===== config.mk =====
export PLATFORM = sky130hd
export DESIGN_NAME = rx_trig_fifo
export DESIGN_NICKNAME = d
export VERILOG_FILES = /design/src/rtl/rxf_pkg.sv /design/src/rtl/rxf_store.sv /design/src/rtl/rxf_idle_timer.sv /design/src/rtl/rxf_flags.sv /design/src/rtl/rx_trig_fifo.sv
export SDC_FILE = /design/constraint.sdc
export NUM_CORES = 1
export LEC_CHECK = 0
export BUFFER_PORTS_ARGS = -buffer_cell sky130_fd_sc_hd__buf_2
export CAP_MARGIN = 20
export CORE_MARGIN = 1
export CORE_UTILIZATION = 35
export DETAILED_ROUTE_END_ITERATION = 6
export HOLD_SLACK_MARGIN = 0.03
export PLACE_DENSITY_LB_ADDON = 0.12
export SLEW_MARGIN = 20
export SYNTH_ARGS = -nofsm -noshare
export SYNTH_HDL_FRONTEND = slang
export SYNTH_HIERARCHICAL = 1
export SYNTH_SLANG_ARGS = --single-unit

===== constraint.sdc =====
create_clock -name clk -period 10.9 [get_ports clk]
set_input_delay 2.18 -clock clk [delete_from_list [all_inputs] [get_ports clk]]
set_output_delay 2.18 -clock clk [all_outputs]
set_load 0.03 [all_outputs]

===== src/rtl/rxf_pkg.sv =====
package rxf_pkg;

   typedef enum logic [1:0] {
      TRIG_A = 2'b00,
      TRIG_B = 2'b01,
      TRIG_C = 2'b10,
      TRIG_D = 2'b11
   } trig_sel_e;

   // Map the two-bit selection onto one of four configured thresholds.
   function automatic int unsigned pick_trigger(input logic [1:0] sel,
                                                input int unsigned ta,
                                                input int unsigned tb,
                                                input int unsigned tc,
                                                input int unsigned td);
      case (trig_sel_e'(sel))
         TRIG_A:  return ta;
         TRIG_B:  return tb;
         TRIG_C:  return tc;
         default: return td;
      endcase
   endfunction

endpackage


===== src/rtl/rxf_store.sv =====
module rxf_store #(
   parameter int unsigned DW    = 8,
   parameter int unsigned DEPTH = 16,
   localparam int unsigned PW   = $clog2(DEPTH),
   localparam int unsigned CW   = $clog2(DEPTH + 1)
) (
   input  logic          clk,
   input  logic          rst_n,
   input  logic          wipe,
   input  logic          push,
   input  logic          pop,
   input  logic [DW-1:0] wdata,
   output logic [DW-1:0] rdata,
   output logic [CW-1:0] count
);

   logic [DW-1:0] mem_q [DEPTH];
   logic [PW-1:0] wr_ptr_q, rd_ptr_q, wr_ptr_nx, rd_ptr_nx;
   logic [CW-1:0] count_q;

   // Pointer wrap: free-running for power-of-two depths, compare otherwise.
   if ((DEPTH & (DEPTH - 1)) == 0) begin : g_wrap_pow2
      assign wr_ptr_nx = wr_ptr_q + 1'b1;
      assign rd_ptr_nx = rd_ptr_q + 1'b1;
   end else begin : g_wrap_cmp
      assign wr_ptr_nx = (wr_ptr_q == PW'(DEPTH - 1)) ? '0 : wr_ptr_q + 1'b1;
      assign rd_ptr_nx = (rd_ptr_q == PW'(DEPTH - 1)) ? '0 : rd_ptr_q + 1'b1;
   end

   always_ff @(posedge clk) begin
      if (push) begin
         mem_q[wr_ptr_q] <= wdata;
      end
   end

   always_ff @(posedge clk or negedge rst_n) begin
      if (!rst_n) begin
         wr_ptr_q <= '0;
         rd_ptr_q <= '0;
         count_q  <= '0;
      end else if (wipe) begin
         wr_ptr_q <= '0;
         rd_ptr_q <= '0;
         count_q  <= '0;
      end else begin
         if (push) wr_ptr_q <= wr_ptr_nx;
         if (pop)  rd_ptr_q <= rd_ptr_nx;
         case ({push, pop})
            2'b10:   count_q <= count_q + 1'b1;
            2'b01:   count_q <= count_q - 1'b1;
            default: count_q <= count_q;
         endcase
      end
   end

   assign rdata = (count_q != '0) ? mem_q[rd_ptr_q] : '0;
   assign count = count_q;

endmodule


===== src/rtl/rxf_idle_timer.sv =====
module rxf_idle_timer #(
   parameter int unsigned LIMIT = 15,
   localparam int unsigned TW   = $clog2(LIMIT + 1)
) (
   input  logic clk,
   input  logic rst_n,
   input  logic wipe,
   input  logic restart,
   input  logic cancel,
   input  logic tick,
   output logic expire
);

   logic          active_q;
   logic [TW-1:0] remain_q;

   assign expire = active_q && tick && (remain_q == TW'(1)) && !restart && !wipe;

   always_ff @(posedge clk or negedge rst_n) begin
      if (!rst_n) begin
         active_q <= 1'b0;
         remain_q <= '0;
      end else if (wipe || cancel) begin
         active_q <= 1'b0;
         remain_q <= '0;
      end else if (restart) begin
         active_q <= 1'b1;
         remain_q <= TW'(LIMIT);
      end else if (active_q && tick) begin
         if (remain_q == TW'(1)) begin
            active_q <= 1'b0;
            remain_q <= '0;
         end else begin
            remain_q <= remain_q - 1'b1;
         end
      end
   end

endmodule


===== src/rtl/rxf_flags.sv =====
module rxf_flags (
   input  logic clk,
   input  logic rst_n,
   input  logic wipe,
   input  logic set_evt,
   input  logic drop_evt,
   input  logic flag_clr,
   input  logic ie,
   output logic full,
   output logic irq
);

   logic full_q, irq_q;

   always_ff @(posedge clk or negedge rst_n) begin
      if (!rst_n) begin
         full_q <= 1'b0;
      end else if (wipe) begin
         full_q <= 1'b0;
      end else if (set_evt) begin
         full_q <= 1'b1;
      end else if (drop_evt || flag_clr) begin
         full_q <= 1'b0;
      end
   end

   always_ff @(posedge clk or negedge rst_n) begin
      if (!rst_n) begin
         irq_q <= 1'b0;
      end else if (!ie) begin
         irq_q <= 1'b0;
      end else if (set_evt) begin
         irq_q <= 1'b1;
      end else if (flag_clr) begin
         irq_q <= 1'b0;
      end
   end

   assign full = full_q;
   assign irq  = irq_q;

endmodule


===== src/rtl/rx_trig_fifo.sv =====
module rx_trig_fifo
   import rxf_pkg::*;
#(
   parameter int unsigned DW          = 8,
   parameter int unsigned DEPTH       = 16,
   parameter int unsigned TRIG_A_VAL  = 1,
   parameter int unsigned TRIG_B_VAL  = 4,
   parameter int unsigned TRIG_C_VAL  = 8,
   parameter int unsigned TRIG_D_VAL  = 14,
   parameter int unsigned TIMEOUT_ETU = 15,
   localparam int unsigned CW         = $clog2(DEPTH + 1)
) (
   input  logic          clk,
   input  logic          rst_n,
   input  logic          rx_valid,
   input  logic [DW-1:0] rx_data,
   input  logic          rx_en,
   input  logic          rx_ie,
   input  logic [1:0]    trig_sel,
   input  logic          fifo_clr,
   input  logic          flag_clr,
   input  logic          etu_tick,
   input  logic          pop,
   output logic [DW-1:0] pop_data,
   output logic [CW-1:0] fill_count,
   output logic          rx_full,
   output logic          rx_irq
);

   if (DEPTH < 2) begin : g_bad_depth
      $error("rx_trig_fifo: DEPTH must be at least 2");
   end
   if (TRIG_A_VAL < 1 || TRIG_B_VAL < 1 || TRIG_C_VAL < 1 || TRIG_D_VAL < 1) begin : g_bad_trig_lo
      $error("rx_trig_fifo: thresholds must be at least 1");
   end
   if (TRIG_A_VAL > DEPTH || TRIG_B_VAL > DEPTH || TRIG_C_VAL > DEPTH || TRIG_D_VAL > DEPTH) begin : g_bad_trig_hi
      $error("rx_trig_fifo: thresholds must not exceed DEPTH");
   end
   if (TIMEOUT_ETU < 1) begin : g_bad_timeout
      $error("rx_trig_fifo: TIMEOUT_ETU must be at least 1");
   end

   logic [CW-1:0] count;
   logic [CW:0]   count_after;
   logic [CW:0]   threshold;
   logic          push_ok, pop_ok, reach, below, expire;

   assign threshold = (CW+1)'(pick_trigger(trig_sel, TRIG_A_VAL, TRIG_B_VAL,
                                           TRIG_C_VAL, TRIG_D_VAL));

   assign push_ok = rx_valid && rx_en && (count < CW'(DEPTH)) && !fifo_clr;
   assign pop_ok  = pop && (count != '0) && !fifo_clr;

   assign count_after = {1'b0, count} + (CW+1)'(push_ok) - (CW+1)'(pop_ok);
   assign reach       = push_ok && (count_after >= threshold);
   assign below       = count_after < threshold;

   rxf_store #(
      .DW    (DW),
      .DEPTH (DEPTH)
   ) u_store (
      .clk   (clk),
      .rst_n (rst_n),
      .wipe  (fifo_clr),
      .push  (push_ok),
      .pop   (pop_ok),
      .wdata (rx_data),
      .rdata (pop_data),
      .count (count)
   );

   rxf_idle_timer #(
      .LIMIT (TIMEOUT_ETU)
   ) u_timer (
      .clk     (clk),
      .rst_n   (rst_n),
      .wipe    (fifo_clr),
      .restart (push_ok && below),
      .cancel  (reach && rx_ie),
      .tick    (etu_tick),
      .expire  (expire)
   );

   rxf_flags u_flags (
      .clk      (clk),
      .rst_n    (rst_n),
      .wipe     (fifo_clr),
      .set_evt  (reach || expire),
      .drop_evt (pop_ok && below),
      .flag_clr (flag_clr),
      .ie       (rx_ie),
      .full     (rx_full),
      .irq      (rx_irq)
   );

   assign fill_count = count;

endmodule


==> flow_metrics.env <==
export IMPL_status="completed"
export IMPL_synth_edff_count=128
export IMPL_fin_crit_ns=5.78
export IMPL_synth_top_cell_by_area="edfxtp_1"
export IMPL_synth_compound_area_share_pct=4.65
export IMPL_cts_setup_buffers=0
export IMPL_grt_max_degree=36
export IMPL_netlist_top_cells_area="edfxtp_1, dfrtp_1, mux4_1"
export IMPL_path_cells="buf_2 > nor3_2 > inv_1 > ha_1 > inv_1 > ha_1 > fa_1 > ha_1 > nor2b_1 > o211ai_1 > o2111ai_1 > a21oi_1 > nor4_1 > a21oi_1 > a31oi_1 > inv_1 > a21boi_0"
export IMPL_crit_path_end_kind="register"
export IMPL_synth_nets=433
export IMPL_cts_buffers=17
export IMPL_synth_top_area_share_pct=58.3
export IMPL_path_clk_slew_ns=0.06
export IMPL_synth_top_family_by_area="multiplexers"
export IMPL_cts_tree="done"
export IMPL_powerDensity_nw_per_um2=189
export IMPL_maxSlewHeadroom_pct=28.0
export IMPL_clock_skew_ns=0.00599
export IMPL_cts_resized=0
export IMPL_worst_setup_path_start_kind="primary input"
export IMPL_drc=0
export IMPL_tns_ns=0
export IMPL_first_pass_iters=4
export IMPL_num_antenna_cells=0
export IMPL_combinationalPowerShare_pct=14.8
export IMPL_synth_simple_area_share_pct=5.94
export IMPL_die_x_um=139
export IMPL_rows=49
export IMPL_cts_max_path_buffers=2
export IMPL_netlist_area_sq_um=6600
export IMPL_syn_avg_cell_area_sq_um=16.8
export IMPL_final_core_util_pct=41.7
export IMPL_clock_latency_ns=0.41
export IMPL_worstPathRequired_ns=11.19
export IMPL_p_seq_share_pct=44.5
export IMPL_grt_overflow=0
export IMPL_die_y_um=139
export IMPL_io_buffers=33
export IMPL_clock_sinks=148
export IMPL_p_sw_share_pct=26.4
export IMPL_vias=3447
export IMPL_antenna_found_initial=0
export IMPL_post_drt_wl_per_cell_um=19.9
export IMPL_ys_flop_type="edfxtp_1"
export IMPL_initial_core_util_pct=36.2
export IMPL_period_share_pct=53.1
export IMPL_maxSlewViolCount=0
export IMPL_crit_buf_inv=4
export IMPL_synth_xor_area_share_pct=1.59
export IMPL_drive_gt1_share_pct=23.2
export IMPL_hold_violations=0
export IMPL_area_growth_pct=15.1
export IMPL_place_area_sq_um=7000
export IMPL_crit_path_max_fanout=18
export IMPL_hp_class="register to register"
export IMPL_synthAdderAreaFrac_pct=4.29
export IMPL_worstSetupPathType="primary input to register"
export IMPL_dp_hpwl_mm=8.48
export IMPL_rsz0062_at_grt="no"
export IMPL_maxCapViolCount=0
export IMPL_fin_area_sq_um=7590
export IMPL_cts_htree_levels=4
export IMPL_worst_slew_pin_slew_ns=1.08
export IMPL_whs_ns=0.563
export IMPL_syn_inst=392
export IMPL_synthMuxAreaShare_pct=15.0
export IMPL_hold_buffers=0
export IMPL_critPathTopFamily="adder cells"
export IMPL_finalSetupViolCount=0
export IMPL_grt_pass1_wl_mm=20.8
export IMPL_viasPerCell=5.12
export IMPL_ys_ff_latch=148
export IMPL_yosysWarnings=6
export IMPL_synthDistinctLibCells=56
export IMPL_slowest_delay_ns=0.77
export IMPL_worst_path_max_delay_cell="nor3_2"
export IMPL_num_nets_final=472
export IMPL_place_gp_congestion=0.733
export IMPL_die_area_sq_um=19400
export IMPL_clock_fmax_ghz=0.173
export IMPL_p_switching_uw=379
export IMPL_io_pins=34
export IMPL_irDropWorstVdd_uv=130
export IMPL_cp_arrival_ns=6.07
export IMPL_grt_usage_pct=15.0
export IMPL_core_area_sq_um=18200
export IMPL_postRouteAntennaNets=0
export IMPL_p_leak_nw=2.64
export IMPL_routed_wl_mm=13.4
export IMPL_finalPower_mw=1.43
export IMPL_drt_iter0_drc=153
export IMPL_async_flop_share_pct=13.5
export IMPL_cts_root_buffer="clkbuf_16"
export IMPL_p_int_mw=1.05
export IMPL_clock_power_share_pct=40.7
export IMPL_seq_area_frac_synth_pct=65.9
export IMPL_grt_pass1_vias=3446
cell type report:
cell class              count  area [sq um]
clock inverters            14           168
fillers                  1640         10600
clock buffers              18           429
flip-flops and latches    148          4340
inverters                  21          78.8
well taps                 229           287
multi-input cells         206          2090
repair buffers             37           195
state kept, by name, summed over array words and instances, names as in the netlist:
| signal | flops |
|---|---|
| u_flags/full | 1 |
| u_store/mem_q | 128 |
| u_store/count | 5 |
| u_timer/active_q | 1 |
| u_store/wr_ptr_q | 4 |
| u_store/rd_ptr_q | 4 |
| u_timer/remain_q | 4 |
| u_flags/irq | 1 |
per-layer routing:
layer,wire length [um],GRT usage [%],part of all wire [%]
met1,6200,19.4,46
met2,6540,24.3,49
met3,399,3.51,3.0
met4,229,5.91,1.7
met5,0,0,0
worst paths after layout:
check	depth (start not counted)	endpoint	from	slack, ns
setup reg to reg	16	u_flags/irq	u_store/count[4]	6.61
max in group asynchronous	1	u_timer/active_q	rst_n	8.85
hold reg to reg	2	u_timer/remain_q[3]	u_timer/remain_q[3]	0.56
hold / removal	2	u_timer/remain_q[3]	u_timer/remain_q[3]	0.56
setup / recovery	17	u_flags/irq	fifo_clr	5.12
min in group asynchronous	1	u_store/count[0]	rst_n	1.72
metrics by stage:
| step | cells | worst slack, ns |
|---|---|---|
| after CTS | 673 | 5.12 |
| after detailed placement | 641 | 4.68 |
| final | 673 | 5.12 |
| after floorplan | 392 | 5.44 |
| after global placement | 641 | 4.89 |
| after global routing | 673 | 4.81 |
cells by family after synthesis:
family | count (synthesis)
buf+inv | 38
mux | 52
flops | 148
simple gates | 78
xor+xnor | 12
fa+ha+maj | 22
compound gates | 42
layout by cell type (no fill, tap or decap), types with 4 or more instances in the layout:
master | Yosys | final
edfxtp_1 | 128 | 128
nand2_1 | 12 | 12
mux4_1 | 15 | 15
nor3_2 | 1 | 5
nand2b_1 | 5 | 5
mux2_2 | 8 | 8
a21oi_1 | 9 | 9
xnor2_1 | 5 | 5
ha_1 | 21 | 21
xor2_1 | 7 | 7
inv_1 | 20 | 20
mux2i_1 | 12 | 12
clkbuf_16 | 0 | 17
a31oi_1 | 5 | 5
mux4_2 | 17 | 17
buf_4 | 3 | 4
buf_2 | 5 | 33
inv_8 | 0 | 4
dfrtp_1 | 20 | 20
nor2b_1 | 5 | 5
o2bb2ai_1 | 8 | 8
nor2_1 | 31 | 31
worst reg2reg max path, delay by kind of cell (launching register included):
kind | cells | cell delay (ns)
flip-flops | 1 | 0.48
AND/OR/NAND/NOR | 3 | 1.07
adder cells (fa/ha/maj) | 4 | 1.24
buffers and inverters | 3 | 0.25
AO/OA/AOI/OAI | 6 | 1.11
power by group through the flow:
stage	combinational [mW]	clock, mW	sequential [mW]
3_5_place_dp	0.214	0	0.651
2_1_floorplan	0.152	0	0.652
4_1_cts	0.215	0.599	0.639
5_1_grt	0.233	0.622	0.641
6_report	0.212	0.583	0.638
3_3_place_gp	0.210	0	0.651
Yosys cell counts, types with 3 or more instances:
cell type / instances
a21oi_1: 9
a31oi_1: 5
buf_2: 5
buf_4: 3
clkbuf_1: 5
dfrtp_1: 20
edfxtp_1: 128
ha_1: 21
inv_1: 20
mux2_2: 8
mux2i_1: 12
mux4_1: 15
mux4_2: 17
nand2_1: 12
nand2b_1: 5
nand4_1: 3
nor2_1: 31
nor2b_1: 5
nor3_1: 6
o21a_1: 3
o2bb2ai_1: 8
xnor2_1: 5
xor2_1: 7
No activity file was read; power rests on OpenSTA's default activity.
